### src/rtl/irq_pkg.sv
package irq_pkg;
  typedef enum logic [1:0] {
    SRC_NONE = 2'd0,
    SRC_EXT  = 2'd1,
    SRC_TMR  = 2'd2
  } irq_src_e;
endpackage

### src/rtl/irq_ext_sampler.sv
module irq_ext_sampler (
  input  logic clk,
  input  logic rst_n,
  input  logic req_n,
  input  logic ale,
  input  logic first_of_two,
  output logic seen
);
  logic take;
  assign take = ale & ~first_of_two;

  always_ff @(posedge clk or negedge rst_n) begin
    if (!rst_n)    seen <= 1'b0;
    else if (take) seen <= ~req_n;
  end
endmodule

### src/rtl/irq_ctrl_regs.sv
module irq_ctrl_regs (
  input  logic clk,
  input  logic rst_n,
  input  logic ext_en_exec,
  input  logic ext_dis_exec,
  input  logic tmr_en_exec,
  input  logic tmr_dis_exec,
  input  logic call_exec,
  input  logic retr_exec,
  output logic ext_en_q,
  output logic tmr_en_q,
  output logic in_prog_q
);
  always_ff @(posedge clk or negedge rst_n) begin
    if (!rst_n) begin
      ext_en_q  <= 1'b0;
      tmr_en_q  <= 1'b0;
      in_prog_q <= 1'b0;
    end else begin
      if (ext_dis_exec)      ext_en_q <= 1'b0;
      else if (ext_en_exec)  ext_en_q <= 1'b1;
      if (tmr_dis_exec)      tmr_en_q <= 1'b0;
      else if (tmr_en_exec)  tmr_en_q <= 1'b1;
      if (retr_exec)         in_prog_q <= 1'b0;
      else if (call_exec)    in_prog_q <= 1'b1;
    end
  end
endmodule

### src/rtl/irq_timer_track.sv
module irq_timer_track (
  input  logic clk,
  input  logic rst_n,
  input  logic tmr_ovf,
  input  logic tmr_en,
  input  logic jtf_exec,
  input  logic tmr_served,
  output logic flag_q,
  output logic ovf_q
);
  always_ff @(posedge clk or negedge rst_n) begin
    if (!rst_n) begin
      flag_q <= 1'b0;
      ovf_q  <= 1'b0;
    end else begin
      if (tmr_ovf)        flag_q <= 1'b1;
      else if (jtf_exec)  flag_q <= 1'b0;
      if (tmr_ovf && tmr_en) ovf_q <= 1'b1;
      else if (tmr_served)   ovf_q <= 1'b0;
    end
  end
endmodule

### src/rtl/irq_arbiter.sv
module irq_arbiter
  import irq_pkg::*;
(
  input  logic     clk,
  input  logic     rst_n,
  input  logic     last_cyc,
  input  logic     ext_go,
  input  logic     tmr_go,
  input  logic     in_prog,
  input  logic     call_exec,
  output logic     req,
  output irq_src_e src,
  output logic     tmr_served,
  output logic     pend_q
);
  irq_src_e pend_src_q;
  logic     blocked;

  assign blocked = in_prog | pend_q;
  assign req     = last_cyc & ~blocked & (ext_go | tmr_go);

  always_comb begin
    if (!req)        src = SRC_NONE;
    else if (ext_go) src = SRC_EXT;
    else             src = SRC_TMR;
  end

  assign tmr_served = call_exec & pend_q & (pend_src_q == SRC_TMR);

  always_ff @(posedge clk or negedge rst_n) begin
    if (!rst_n) begin
      pend_q     <= 1'b0;
      pend_src_q <= SRC_NONE;
    end else if (req) begin
      pend_q     <= 1'b1;
      pend_src_q <= src;
    end else if (call_exec) begin
      pend_q     <= 1'b0;
      pend_src_q <= SRC_NONE;
    end
  end
endmodule

### src/rtl/irq_recognizer.sv
module irq_recognizer
  import irq_pkg::*;
#(
  parameter int VEC_W   = 12,
  parameter int EXT_VEC = 3,
  parameter int TMR_VEC = 7
) (
  input  logic             clk,
  input  logic             rst_n,
  input  logic             ext_req_n,
  input  logic             tmr_ovf,
  input  logic             ale,
  input  logic             last_cyc,
  input  logic             first_of_two,
  input  logic             ext_en_exec,
  input  logic             ext_dis_exec,
  input  logic             tmr_en_exec,
  input  logic             tmr_dis_exec,
  input  logic             retr_exec,
  input  logic             call_exec,
  input  logic             jtf_exec,
  output logic             call_req,
  output logic [VEC_W-1:0] call_vec,
  output logic             in_prog,
  output logic             tmr_flag
);
  localparam logic [VEC_W-1:0] EXT_ADDR = VEC_W'(EXT_VEC);
  localparam logic [VEC_W-1:0] TMR_ADDR = VEC_W'(TMR_VEC);

  logic     ext_seen, ext_en_q, tmr_en_q, ovf_q, tmr_served, pend_q;
  irq_src_e src;

  irq_ext_sampler u_samp (
    .clk, .rst_n, .req_n(ext_req_n), .ale, .first_of_two, .seen(ext_seen)
  );

  irq_ctrl_regs u_regs (
    .clk, .rst_n, .ext_en_exec, .ext_dis_exec, .tmr_en_exec, .tmr_dis_exec,
    .call_exec, .retr_exec, .ext_en_q, .tmr_en_q, .in_prog_q(in_prog)
  );

  irq_timer_track u_tmr (
    .clk, .rst_n, .tmr_ovf, .tmr_en(tmr_en_q), .jtf_exec, .tmr_served,
    .flag_q(tmr_flag), .ovf_q
  );

  irq_arbiter u_arb (
    .clk, .rst_n, .last_cyc,
    .ext_go(ext_en_q & ext_seen), .tmr_go(tmr_en_q & ovf_q),
    .in_prog, .call_exec, .req(call_req), .src, .tmr_served, .pend_q
  );

  always_comb begin
    case (src)
      SRC_EXT: call_vec = EXT_ADDR;
      SRC_TMR: call_vec = TMR_ADDR;
      default: call_vec = '0;
    endcase
  end
endmodule

### config.mk
export PLATFORM = sky130hd
export DESIGN_NAME = irq_recognizer
export DESIGN_NICKNAME = d
export VERILOG_FILES = /design/src/rtl/irq_pkg.sv /design/src/rtl/irq_ext_sampler.sv /design/src/rtl/irq_ctrl_regs.sv /design/src/rtl/irq_timer_track.sv /design/src/rtl/irq_arbiter.sv /design/src/rtl/irq_recognizer.sv
export SDC_FILE = /design/constraint.sdc
export NUM_CORES = 1
export LEC_CHECK = 0
export BUFFER_PORTS_ARGS = -buffer_cell sky130_fd_sc_hd__buf_2
export CORE_AREA = 2 2 39 41
export CTS_BUF_LIST = sky130_fd_sc_hd__clkbuf_16
export CTS_CLUSTER_DIAMETER = 80
export CTS_CLUSTER_SIZE = 16
export DETAILED_ROUTE_END_ITERATION = 16
export DIE_AREA = 0 0 41 43
export GPL_TIMING_DRIVEN = 0
export HOLD_SLACK_MARGIN = 0.15
export PLACE_DENSITY = 0.77
export RECOVER_POWER = 25
export SYNTH_ARGS = -nofsm -noshare
export SYNTH_HDL_FRONTEND = slang
export SYNTH_SLANG_ARGS = --single-unit
### constraint.sdc
create_clock -name clk -period 2.09 [get_ports clk]
set_clock_uncertainty 0.15 [all_clocks]
set_input_delay 0 -clock clk [delete_from_list [all_inputs] [get_ports clk]]
set_output_delay 0 -clock clk [all_outputs]
set_load 0.05 [all_outputs]
==> flow_metrics.tcl, run 1 <==
set metrics [dict create \
    outcome "completed" \
    pwr-share-comb_pct 22.7 \
    clock.fmax_mhz 541.5 \
    routed_wl_um 972 \
    stdcell_count 106 \
    cts.sinks 9 \
    path_class "reg -> out" \
    internal_power_uw 503.3 \
    cp-end-kind "output port" \
    ys_seq_elements 9 \
    cts_tree "done" \
    clk_pin_slew_ns 0.04 \
    yosys.cell_types.count 16 \
    antenna_found_initial 0 \
    slew-limit-headroom_pct 60.62 \
    syn_avg_cell_area_um2 9.710 \
    core-area_mm2 0.001384 \
    switching_power_uw 189.0 \
    rsz0062_at_grt "false" \
    yosysTopAreaCell "dfrtp_1" \
    netlist_top_cells_area "dfrtp_1 (50%), buf_4 (17%), nor2_1 (5.9%)" \
    crit_path_start_kind "flip-flop" \
    min_period_ns 1.847 \
    syn_area_um2 446.7 \
    tns_ns 0 \
    crit_fanout 4 \
    slowest_stage "or3b_4" \
    yosys-top-cells-count "buf_4 (10), dfrtp_1 (9), nor2_1 (7), a21oi_1 (4), nand2_1 (4)" \
    first_iter_violations 1 \
    drive_above_1_share_pct 38.89 \
    synthFlopType "dfrtp_1" \
    clk_latency_ns 0.23 \
    drv_slew 0 \
    synth_enable_flop_cells 0 \
    area_delta_synth_final_pct 80.39 \
    grt_pass1_vias 420 \
    n_antenna_cell 0 \
    grt_pass1_wl_um 1593 \
    post_cts_buffers 0 \
    peakVddDrop_v 0.0006387 \
    die_h_um 43 \
    dpl.hpwl_um 649.7 \
    clock_power_share_pct 48.0 \
    vias 418 \
    holdWs_ns 0.1598 \
    firstDrtPassIters 4 \
    cts_max_level 1 \
    cp_cell_sequence "or3b_4 -> or2_4 -> a21oi_2 -> buf_2" \
    drc 0 \
    worst-endpoint-arrival_ns 1.70 \
    die-area_mm2 0.001763 \
    final.period_utilization_pct 88.37 \
    synthArstFlopShare_pct 100.0 \
    num_io_pins 29 \
    grtUsageTotal_pct 14.08 \
    wire_per_inst_um 9.170 \
    worstPathRequired_ns 1.94 \
    netlist.area_leader.share_pct 50.42 \
    synth.most_common_cell "buf_4" \
    critPathMaxStageDelay_ns 0.43 \
    layout.nets 105 \
    tightestPinTransition_ns 0.5932 \
    hold_class "in -> reg" \
    grt_max_degree 10 \
    postRouteAntennaNets 0 \
    swShare_pct 27.30 \
    dp_cells 89 \
    post_cts.resized_instances 0 \
    cts_buffers 3 \
    drv_cap 0 \
    overflow 0 \
    fill_cells 134 \
    seqPwrFrac_pct 29.3 \
    place_congestion 0.6857 \
    yosysWarningCount 0 \
    rows 14 \
    cts_root_buf "clkbuf_16" \
    synth-seq-area-share_pct 50.42 \
    portBuffers 19 \
    viasPerCell 3.943 \
    r2r_cells 3 \
    setup_violations 0 \
    leakagePower_nw 0.4387 \
    min_path_cells 4 \
    initial_core_util_pct 32.28 \
    netlist_instances 46 \
    die_w_um 41 \
    report.final.hold_viol_count 0 \
    power.density_mw_per_mm2 859.3 \
    finalPower_uw 692.4 \
    cts.path.max_buffers 2 \
]
worst max-delay path, delay by kind of cell, from the launching register on:
kind | cells | cell delay, ns
DFF | 1 | 0.39
buffers and inverters | 1 | 0.27
and+or+nand+nor | 2 | 0.71
AOI/OAI and AO/OA | 1 | 0.10
layout by cell type, fill, tap and decap left out, types with 2 or more instances in the layout:
cell,Yosys,routed
inv_1,2,3
a21oi_2,0,2
buf_4,10,10
clkbuf_16,0,3
nand2_1,4,4
buf_2,0,17
dfrtp_1,9,9
clkbuf_1,0,2
conb_1,1,9
a21oi_1,4,2
nor2_1,7,7
dlygate4sd3_1,0,13
registers in the layout, summed over array words and instances (netlist names):
| signal | count |
|---|---|
| u_arb.pend_q | 1 |
| u_tmr.flag_q | 1 |
| u_regs.ext_en_q | 1 |
| u_regs.in_prog_q | 1 |
| u_samp.seen | 1 |
| u_regs.tmr_en_q | 1 |
| u_tmr.ovf_q | 1 |
| u_arb.pend_src_q | 2 |
layer usage:
metal	routed length (um)	track usage, %
met5	0	0
met4	8	6.000
met3	111	9.424
met2	440	21.56
met1	412	14.24
what timing repair did:
action                                 CTS  global route
endpoints found under the hold margin   18             0
hold buffers                            13             0
setup endpoints to repair                0             0
per-stage QoR:
stage	setup WS, ns	area (um2)	util (%)
3_3_place_gp	0.5028	599.3	43.31
2_1_floorplan	0.1068	484.2	-
4_1_cts	0.2366	808.3	58.41
3_5_place_dp	0.4979	599.3	43.31
5_1_grt	0.2022	805.8	58.23
6_report	0.2432	805.8	58.23
logic make-up (layout without fill, tap and decap cells):
family	count (synthesis)	in the layout	synth area share (%)
compound gates	9	9	13.17
simple gates	15	15	17.09
flops	9	9	50.42
buf+inv	12	48	18.49
other cells	1	9	0.8395
layout make-up:
class                      count  area (um2)  area share [%]
timing repair buffer          32       222.7           27.64
inverter                       2       7.507          0.9317
multi-input combinational     33       176.4           21.89
buffer                        10       75.07           9.317
sequential                     9       225.2           27.95
tap                           16       20.02           2.484
clock inverter                 1       3.754          0.4658
clock buffer                   3       75.07           9.317
final timing paths:
check                           slack, ns             endpoint         start
worst max-delay path                 0.24          call_vec[2]  u_arb.pend_q
worst min-delay path                 0.16  u_arb.pend_src_q[1]      last_cyc
worst max register to register       0.51  u_arb.pend_src_q[0]  u_arb.pend_q
worst min register to register       0.35          u_tmr.ovf_q   u_tmr.ovf_q
max in group asynchronous            0.88          u_samp.seen         rst_n
min in group asynchronous            0.62         u_arb.pend_q         rst_n
power groups by stage:
stage | clock network (mW) | registers [mW] | logic (mW)
floorplan | 0 | 0.212 | 0.0990
global placement | 0 | 0.204 | 0.134
detailed placement | 0 | 0.205 | 0.136
CTS | 0.339 | 0.203 | 0.158
global route | 0.351 | 0.205 | 0.170
finish | 0.333 | 0.203 | 0.157
Power figures use the tool's default switching activity.
==> run 2, diff against run 1 <==
--- a/config.mk
+++ b/config.mk
@@ -14,7 +14,7 @@
 export DIE_AREA = 0 0 41 43
 export GPL_TIMING_DRIVEN = 0
 export HOLD_SLACK_MARGIN = 0.15
-export PLACE_DENSITY = 0.77
+export PLACE_DENSITY = 0.64
 export RECOVER_POWER = 25
 export SYNTH_ARGS = -nofsm -noshare
 export SYNTH_HDL_FRONTEND = slang
==> run 2 against run 1 <==
Compared with the run above: hold slack improved by 0.022 ns; sequential power is essentially flat; final cell count unchanged; non-clock buffer count stayed put; die area unchanged; sequential share of layout area stayed put; global-route usage fell by 0.67 points; clock-buffer cell count stayed put; register-to-register slack about the same; first-iteration DRC count increased by 100%; final area is the same; maximum frequency is 0.62% higher; critical path type unchanged.
==> flow_metrics.tcl, run 2 (same netlist as run 1, synthesis figures left out) <==
set metrics [dict create \
    grt_pass1_vias 421 \
    grt_pass1_wl_um 1580 \
    firstDrtPassIters 2 \
    overflow 0 \
    layout_commonest_cell "buf_2" \
    hold_end "u_arb.pend_src_q[1]" \
    fill_cells 130 \
    route.met3.wl_um 88 \
    cts_buffers 3 \
    final_area_um2 805.8 \
    place_congestion 0.7190 \
    final.period_utilization_pct 87.82 \
    finalPower_uw 686.4 \
    cts.sinks 9 \
    routed_wl_um 933 \
    path_class "reg -> out" \
    placed_area_um2 599.3 \
    hold_class "in -> reg" \
    layout.nets 105 \
    rsz0062_at_grt "false" \
    crit_fanout 4 \
    drive_above_1_share_pct 38.89 \
    antenna_found_initial 0 \
    tns_ns 0 \
    cts_tree "done" \
    clock_power_share_pct 47.6 \
    dr.max_layer_used "met4" \
    portBuffers 19 \
    drv_slew 0 \
    tightestPinTransition_ns 0.5955 \
    r2r_cells 3 \
    drc 0 \
    crit_path_start_kind "flip-flop" \
    n_antenna_cell 0 \
    report.final.hold_viol_count 0 \
    worst-endpoint-arrival_ns 1.69 \
    setup_violations 0 \
    die_h_um 43 \
    first_iter_violations 2 \
    clk_pin_slew_ns 0.04 \
    swShare_pct 26.73 \
    grtUsageTotal_pct 13.41 \
    core-area_mm2 0.001384 \
    vias 412 \
    internal_power_uw 502.9 \
    power.density_mw_per_mm2 851.8 \
    min_path_cells 4 \
    drt-met1-wl_um 380 \
    dpl.hpwl_um 672.4 \
    largest_reg_flops 2 \
    min_period_ns 1.835 \
    layout_common_cells "buf_2 (17), dlygate4sd3_1 (13), buf_4 (10)" \
    postRouteAntennaNets 0 \
    outcome "completed" \
    cp-end-kind "output port" \
    worstPathRequired_ns 1.94 \
    r2r_slack_ns 0.52 \
    num_io_pins 29 \
    leakagePower_nw 0.4387 \
    initial_core_util_pct 32.28 \
    hp-start "last_cyc" \
    dr_wl_met2_um 456 \
    area_delta_synth_final_pct 80.39 \
    cts_max_level 1 \
    clock.fmax_mhz 544.8 \
    reg2reg_to "u_arb.pend_src_q[0]" \
    switching_power_uw 183.5 \
    rows 14 \
    drv_cap 0 \
    reg2reg_from "u_arb.pend_q" \
    die_w_um 41 \
    post_cts.resized_instances 0 \
    wire_per_inst_um 8.802 \
    cts_root_buf "clkbuf_16" \
    slew-limit-headroom_pct 60.47 \
    clk_latency_ns 0.23 \
    cts.path.max_buffers 2 \
    max_flop_register "u_arb.pend_src_q" \
    grt_max_degree 10 \
    viasPerCell 3.887 \
    peakVddDrop_v 0.0005981 \
    seqPwrFrac_pct 29.5 \
    die-area_mm2 0.001763 \
    pwr-share-comb_pct 23.0 \
]
## run 2: how the worst max path moves through the flow
stage	depth (start not counted)	from	slack, ns	end
2_1_floorplan	3	u_regs.in_prog_q	0.11	call_vec[1]
6_report	4	u_arb.pend_q	0.25	call_vec[2]
3_5_place_dp	4	u_arb.pend_q	0.49	call_vec[2]
5_1_grt	4	u_arb.pend_q	0.21	call_vec[2]
4_1_cts	4	u_arb.pend_q	0.24	call_vec[2]
3_3_place_gp	4	u_arb.pend_q	0.50	call_vec[2]
## run 2: metal layers
metal	track usage [%]	vias to the layer above
met1	15.05	173
met3	3.141	2
met4	8.000	0
met5	0	-
li1	-	218
met2	21.56	19
## run 2: cell type report
class / count / area [um2] / area share (%)
Clock inverter: 1 / 3.754 / 0.4658
Clock buffer: 3 / 75.07 / 9.317
Multi-Input combinational cell: 33 / 176.4 / 21.89
Timing Repair Buffer: 32 / 222.7 / 27.64
Tap cell: 16 / 20.02 / 2.484
Inverter: 2 / 7.507 / 0.9317
Buffer: 10 / 75.07 / 9.317
Sequential cell: 9 / 225.2 / 27.95
## run 2: critical path, stage by stage (launching register included)
cell,delay [ns]
dfrtp_1,0.39
or3b_4,0.43
or2_4,0.28
a21oi_2,0.10
buf_2,0.26
## run 2: power by group through the flow
stage	clock network, mW	registers (mW)	logic, mW
2_1_floorplan	0	0.212	0.0990
3_3_place_gp	0	0.204	0.134
3_5_place_dp	0	0.205	0.136
4_1_cts	0.334	0.202	0.158
5_1_grt	0.346	0.205	0.170
6_report	0.327	0.202	0.158
## run 2: metrics by stage
stage	setup WS [ns]	hold slack (ns)	utilization (%)	std cells
2_1_floorplan	0.1068	-0.4456	-	54
3_3_place_gp	0.5012	-0.2888	43.31	89
3_5_place_dp	0.4927	-0.2861	43.31	89
4_1_cts	0.2410	0.1908	58.41	106
5_1_grt	0.2110	0.2068	58.23	106
6_report	0.2546	0.1814	58.23	106
## run 2: timing repair
action,CTS,global route
buffers inserted,0,0
hold buffers,13,0
endpoints found under the setup margin,0,0
hold endpoints to repair,18,0
